===== config.mk =====
export PLATFORM = sky130hd
export DESIGN_NAME = gpio_mport
export DESIGN_NICKNAME = d
export VERILOG_FILES = /design/src/rtl/gpio_mport_pkg.sv /design/src/rtl/gpio_mport_sync.sv /design/src/rtl/gpio_mport_irq.sv /design/src/rtl/gpio_mport.sv
export SDC_FILE = /design/constraint.sdc
export NUM_CORES = 1
export LEC_CHECK = 0
export BUFFER_PORTS_ARGS = -buffer_cell sky130_fd_sc_hd__buf_2
export CAP_MARGIN = 20
export CORE_UTILIZATION = 35
export CTS_CLUSTER_SIZE = 14
export DETAILED_ROUTE_END_ITERATION = 7
export PLACE_DENSITY = 0.56
export SYNTH_ARGS = -nofsm -noshare
export SYNTH_HDL_FRONTEND = slang
export SYNTH_SLANG_ARGS = --single-unit

===== constraint.sdc =====
create_clock -name clk -period 3.7 [get_ports clk]
set_input_delay 0.37 -clock clk [delete_from_list [all_inputs] [get_ports clk]]
set_output_delay 0.37 -clock clk [all_outputs]
set_load 0.01 [all_outputs]

===== src/rtl/gpio_mport_pkg.sv =====
package gpio_mport_pkg;
    localparam int PORT_W = 16;
    localparam int HALF_W = PORT_W / 2;
    localparam int ADDR_W = 10;
    localparam int IDX_W  = 4;

    localparam logic [1:0] RGN_CTRL = 2'b00;
    localparam logic [1:0] RGN_LOW  = 2'b01;
    localparam logic [1:0] RGN_HIGH = 2'b10;

    typedef enum logic [IDX_W-1:0] {
        W_DIN     = 4'd0,
        W_DOUT    = 4'd1,
        W_OE_SET  = 4'd2,
        W_OE_CLR  = 4'd3,
        W_TYP_SET = 4'd4,
        W_TYP_CLR = 4'd5,
        W_POL_SET = 4'd6,
        W_POL_CLR = 4'd7,
        W_IEN_SET = 4'd8,
        W_IEN_CLR = 4'd9,
        W_STAT    = 4'd10
    } word_e;

    typedef struct packed {
        logic [PORT_W-1:0] dout;
        logic [PORT_W-1:0] oe;
        logic [PORT_W-1:0] typ;
        logic [PORT_W-1:0] pol;
        logic [PORT_W-1:0] ien;
    } ctrl_t;
endpackage


===== src/rtl/gpio_mport_sync.sv =====
module gpio_mport_sync #(
    parameter int W      = 16,
    parameter int STAGES = 2
) (
    input  logic         clk,
    input  logic         rst_n,
    input  logic [W-1:0] din,
    output logic [W-1:0] sync,
    output logic [W-1:0] prev
);
    typedef struct packed {
        logic [STAGES-1:0][W-1:0] chain;
        logic [W-1:0]             prev;
    } sync_t;

    sync_t st_d, st_q;

    always_comb begin
        st_d          = st_q;
        st_d.chain[0] = din;
        for (int i = 1; i < STAGES; i++) begin
            st_d.chain[i] = st_q.chain[i-1];
        end
        st_d.prev = st_q.chain[STAGES-1];
    end

    always_ff @(posedge clk or negedge rst_n) begin
        if (!rst_n) st_q <= '0;
        else        st_q <= st_d;
    end

    assign sync = st_q.chain[STAGES-1];
    assign prev = st_q.prev;
endmodule


===== src/rtl/gpio_mport_irq.sv =====
module gpio_mport_irq #(
    parameter int W = 16
) (
    input  logic         clk,
    input  logic         rst_n,
    input  logic [W-1:0] lvl,
    input  logic [W-1:0] prev,
    input  logic [W-1:0] typ,
    input  logic [W-1:0] pol,
    input  logic [W-1:0] ien,
    input  logic [W-1:0] clr,
    output logic [W-1:0] pend,
    output logic         irq
);
    logic [W-1:0] pend_d, pend_q;
    logic [W-1:0] lvl_hit, edge_hit, cond;

    always_comb begin
        lvl_hit  = ~(lvl ^ pol);
        edge_hit = (pol & lvl & ~prev) | (~pol & ~lvl & prev);
        cond     = ien & ((typ & edge_hit) | (~typ & lvl_hit));
        // a new trigger outranks a clear in the same cycle
        pend_d   = (pend_q & ~clr) | cond;
    end

    always_ff @(posedge clk or negedge rst_n) begin
        if (!rst_n) pend_q <= '0;
        else        pend_q <= pend_d;
    end

    assign pend = pend_q;
    assign irq  = |(pend_q & ien);
endmodule


===== src/rtl/gpio_mport.sv =====
module gpio_mport
    import gpio_mport_pkg::*;
#(
    parameter int SYNC_STAGES = 2
) (
    input  logic              clk,
    input  logic              rst_n,
    input  logic              bus_sel,
    input  logic              bus_wr,
    input  logic [ADDR_W-1:0] bus_addr,
    input  logic [PORT_W-1:0] bus_wdata,
    output logic [PORT_W-1:0] bus_rdata,
    input  logic [PORT_W-1:0] pins_in,
    output logic [PORT_W-1:0] pins_out,
    output logic [PORT_W-1:0] pins_oe,
    output logic              irq
);
    ctrl_t ctrl_d, ctrl_q;

    logic [PORT_W-1:0] pin_sync, pin_prev, irq_pend, stat_clr;
    logic [1:0]        region;
    logic [IDX_W-1:0]  idx;
    logic [HALF_W-1:0] lane;
    logic              wr_en;

    assign region = bus_addr[ADDR_W-1:ADDR_W-2];
    assign idx    = bus_addr[IDX_W-1:0];
    assign lane   = bus_addr[HALF_W-1:0];
    assign wr_en  = bus_sel & bus_wr;

    gpio_mport_sync #(.W(PORT_W), .STAGES(SYNC_STAGES)) u_sync (
        .clk  (clk),
        .rst_n(rst_n),
        .din  (pins_in),
        .sync (pin_sync),
        .prev (pin_prev)
    );

    gpio_mport_irq #(.W(PORT_W)) u_irq (
        .clk  (clk),
        .rst_n(rst_n),
        .lvl  (pin_sync),
        .prev (pin_prev),
        .typ  (ctrl_q.typ),
        .pol  (ctrl_q.pol),
        .ien  (ctrl_q.ien),
        .clr  (stat_clr),
        .pend (irq_pend),
        .irq  (irq)
    );

    always_comb begin
        ctrl_d   = ctrl_q;
        stat_clr = '0;
        if (wr_en) begin
            unique case (region)
                RGN_LOW: begin
                    ctrl_d.dout[HALF_W-1:0] = (ctrl_q.dout[HALF_W-1:0] & ~lane)
                                            | (bus_wdata[HALF_W-1:0] & lane);
                end
                RGN_HIGH: begin
                    ctrl_d.dout[PORT_W-1:HALF_W] = (ctrl_q.dout[PORT_W-1:HALF_W] & ~lane)
                                                 | (bus_wdata[PORT_W-1:HALF_W] & lane);
                end
                RGN_CTRL: begin
                    case (idx)
                        W_OE_SET:  ctrl_d.oe  = ctrl_q.oe  |  bus_wdata;
                        W_OE_CLR:  ctrl_d.oe  = ctrl_q.oe  & ~bus_wdata;
                        W_TYP_SET: ctrl_d.typ = ctrl_q.typ |  bus_wdata;
                        W_TYP_CLR: ctrl_d.typ = ctrl_q.typ & ~bus_wdata;
                        W_POL_SET: ctrl_d.pol = ctrl_q.pol |  bus_wdata;
                        W_POL_CLR: ctrl_d.pol = ctrl_q.pol & ~bus_wdata;
                        W_IEN_SET: ctrl_d.ien = ctrl_q.ien |  bus_wdata;
                        W_IEN_CLR: ctrl_d.ien = ctrl_q.ien & ~bus_wdata;
                        W_STAT:    stat_clr   = bus_wdata;
                        default:   ;
                    endcase
                end
                default: ;
            endcase
        end
    end

    always_ff @(posedge clk or negedge rst_n) begin
        if (!rst_n) ctrl_q <= '0;
        else        ctrl_q <= ctrl_d;
    end

    always_comb begin
        bus_rdata = '0;
        if (region == RGN_CTRL) begin
            case (idx)
                W_DIN:                bus_rdata = pin_sync;
                W_DOUT:               bus_rdata = ctrl_q.dout;
                W_OE_SET,  W_OE_CLR:  bus_rdata = ctrl_q.oe;
                W_TYP_SET, W_TYP_CLR: bus_rdata = ctrl_q.typ;
                W_POL_SET, W_POL_CLR: bus_rdata = ctrl_q.pol;
                W_IEN_SET, W_IEN_CLR: bus_rdata = ctrl_q.ien;
                W_STAT:               bus_rdata = irq_pend;
                default:              bus_rdata = '0;
            endcase
        end
    end

    assign pins_out = ctrl_q.dout;
    assign pins_oe  = ctrl_q.oe;
endmodule


==> out/results.env <==
CLOCK_PATH_BUFFERS=2
ROUTE.LAYER.MET1.WL_UM=9280
POST_CTS_HOLD_BUFFER_COUNT=0
FIN_WORST_HOLD_SLACK_NS=-0.0120
CTS_TREE='built'
HOLDCRITPATHCLASS='primary input to asynchronous set/reset pin'
NETSWITCHINGPOWER_mW=1.19
GRT_PASS1_VIAS=5557
FIN_SKEW_NS=0.0121
DESIGN.DIE.AREA_SQ_UM=22000
POWER_FRAC_COMB=0.150
SYN_INST=685
TOTALNEGATIVESETUPSLACK_NS=0
POST-ROUTE-PERIOD-UTIL=0.748
OUTCOME='finished, violations left'
YOSYSSEQAREASHARE=0.481
YS_TOP_CELLS_BY_COUNT='sky130_fd_sc_hd__dfrtp_1 (144), sky130_fd_sc_hd__a31oi_1 (92), sky130_fd_sc_hd__inv_1 (50)'
R2R-END='u_irq.pend[12]'
INITIAL_UTILIZATION=0.356
AMOUNT_OF_WIRE_ON_MET3_AFTER_DETAILED_ROUTING_UM=1440
WIRELENGTH_UM=20600
PLACE.DETAILED.HPWL_UM=13100
PERIOD_MINUS_SLACK_NS=2.77
IR_DROP_uV=301
FAILED_CHECKS='negative hold slack'
CHIPHEIGHT_UM=148
TIMING.REG2REG.WORST_PATH_DEPTH=5
POSTLAYOUTSETUPSLACKWORST_NS=0.931
CTS_ROOT_BUF='sky130_fd_sc_hd__clkbuf_16'
MAXIMUM_NUMBER_OF_PINS_ON_ONE_NET_BEFORE_GLOBAL_ROUTE_REPAIR=84
SETUP-VIOLATIONS-FINAL=0
WORSTSETUPENDPOINTTYPE='output pin'
GLOBAL_ROUTE_WIRE_LENGTH_BEFORE_REPAIR_UM=32200
ANT_NETS=0
FINAL-HOLD-VIOLATION-COUNT=18
ANTENNA_VIOLATIONS_BEFORE_REPAIR=1
CLK-INSERTION-DELAY-LATE_NS=0.43
WORST_SLEW_MARGIN_REL=0.349
NUMBER_OF_WARNINGS_ISSUED_BY_YOSYS=0
DPL.CELL_COUNT=973
FINISH.UTILIZATION=0.401
LAYOUTNONFILLERINSTCOUNT=1005
FIN_AREA_SQ_UM=8430
DRT_FIRST_PASS_ITERS=6
CTS_BUFFER_COUNT=17
YOSYS-TOP-CELLS-AREA='sky130_fd_sc_hd__dfrtp_1 (48%), sky130_fd_sc_hd__a31oi_1 (7.7%), sky130_fd_sc_hd__mux2i_1 (6.4%)'
TOPROUTINGLAYERUSED='met4'
GLOBAL_ROUTE.USAGE.TOTAL=0.195
DIE_W_UM=148
MAX_SLEW.WORST_PIN.SLEW_NS=0.977
ROUTABILITYCONGESTION=0.786
CP-START-KIND='primary input'
POST_SYN_AREA_SQ_UM=7490
ROUTED_VIA_DENSITY=5.67
DRC=0
ROUTEDWLPERCELL_UM=20.4
GLOBAL_ROUTE.OVERFLOW_TOTAL=0
WL_MET2_UM=9470
CORE-AREA_SQ_UM=21000
YS_ASYNC_SR_FRACTION=1.00
IOPINCOUNT=95
TOTAL_POWER_mW=4.27
CRIT_PATH_MAX_FANOUT=26
NNETSFINAL=795
DP_SLACK_NS=0.960
CTS_SETUP_BUFFERS=0
PLACED_CELL_AREA_SQ_UM=7870
PLACEMENT.IO_BUFFERS=94
DOMINANTREGCELLSYNTH='sky130_fd_sc_hd__dfrtp_1'
POSTSYNTHREGISTERBITS=144
NUM-FILL-CELLS=2007
MAXCAPVIOLATIONS=0
SETUP.REG_TO_REG.WORST_SLACK_NS=2.42
CP.ARRIVAL_NS=2.40
POWER.LEAKAGE_nW=3.83
SYN_TO_FINAL_GROWTH_PCT=12.6
PATH_CLK_SLEW_NS=0.06
POWER.DENSITY_CELL_AREA_nW_PER_UM2=506
CRIT_TYPE='primary input to output pin'
SYNTH_MOST_COMMON_CELL='sky130_fd_sc_hd__dfrtp_1'
MAX_FREQ_MHz=361
CTS_HTREE_LEVELS=4
CLKSINKCOUNT=144
SYNTH_TOP_AREA_SHARE=0.481
CLOCK_POWER_SHARE=0.384
ITER_0_DRT_VIOLATIONS=476
ROUTED-VIA-COUNT=5694
SETUP_REPAIR_AFTER_GLOBAL_ROUTING_MISSED_ITS_MARGIN='no'
MAPPEDNETLISTNETS=763
CTS_RESIZED=0
SYNTH_CELL_TYPES=34
SYNTH_EDF_COUNT=0
LAYOUT-DRIVE-GT1-SHARE=0.230
SWITCHING_SHARE=0.280
SYN_AVG_CELL_AREA_SQ_UM=10.9
PWR-SHARE-SEQ=0.466
SYNTH_AREA_LEADER_CELL='sky130_fd_sc_hd__dfrtp_1'
ROW_COUNT=53
CELLINTERNALPOWER_mW=3.07
WORST-ENDPOINT-REQUIRED_NS=3.33
FINALMAXSLEWVIOLATIONS=0
## logic make-up after synthesis
kind of cell | share of synthesized area
buf+inv | 0.105
compound gates | 0.179
mux | 0.0897
flops | 0.481
fa+ha+maj | 0.0534
simple gates | 0.0925
## cells in the final DEF (no fill, tap or decap), drive strengths merged, types with 32 or more instances in the layout
master / count
dfrtp: 144
buf: 111
a31oi: 92
inv: 50
mux2i: 48
nand3: 34
a22oi: 32
nand2: 32
nand3b: 32
ha: 32
## routing by layer
metal / up-vias / global-route usage
li1: 2547 / -
met1: 2862 / 0.271
met2: 256 / 0.293
met3: 29 / 0.0494
met4: 0 / 0.0680
met5: - / 0
## layout make-up
class | instances | area, sq um | share of cell area
Sequential cell | 144 | 3600 | 0.427
Multi-Input combinational cell | 393 | 3130 | 0.371
Timing Repair Buffer | 111 | 604 | 0.0717
Clock buffer | 27 | 543 | 0.0644
Tap cell | 275 | 344 | 0.0408
Inverter | 50 | 188 | 0.0223
Clock inverter | 4 | 22.5 | 0.00267
Antenna cell | 1 | 2.50 | 0.000297
## power groups by stage
stage / registers (mW) / logic, mW / clock network [mW]
after floorplan: 1.94 / 0.501 / 0
after detailed placement: 2.01 / 0.639 / 0
final: 1.99 / 0.638 / 1.64
after global routing: 2.02 / 0.707 / 1.76
after CTS: 1.99 / 0.644 / 1.68
after global placement: 2.01 / 0.619 / 0
## critical path, cell delays in order
cell and delay [ns]:
sky130_fd_sc_hd__buf_2 0.52, sky130_fd_sc_hd__and4bb_2 0.59, sky130_fd_sc_hd__buf_4 0.27, sky130_fd_sc_hd__a22oi_1 0.11
sky130_fd_sc_hd__a41oi_1 0.34, sky130_fd_sc_hd__buf_2 0.19
## worst max path at each step
stage | start | to | slack (ns) | cells after the start
finish | bus_addr[1] | bus_rdata[11] | 0.93 | 6
global route | bus_addr[1] | bus_rdata[11] | 0.90 | 6
CTS | bus_addr[1] | bus_rdata[11] | 0.97 | 6
floorplan | bus_addr[1] | bus_rdata[10] | 1.80 | 6
global placement | bus_addr[1] | flop | 1.01 | 5
detailed placement | bus_addr[1] | flop | 0.96 | 5
(Power assumes the default switching activity.)
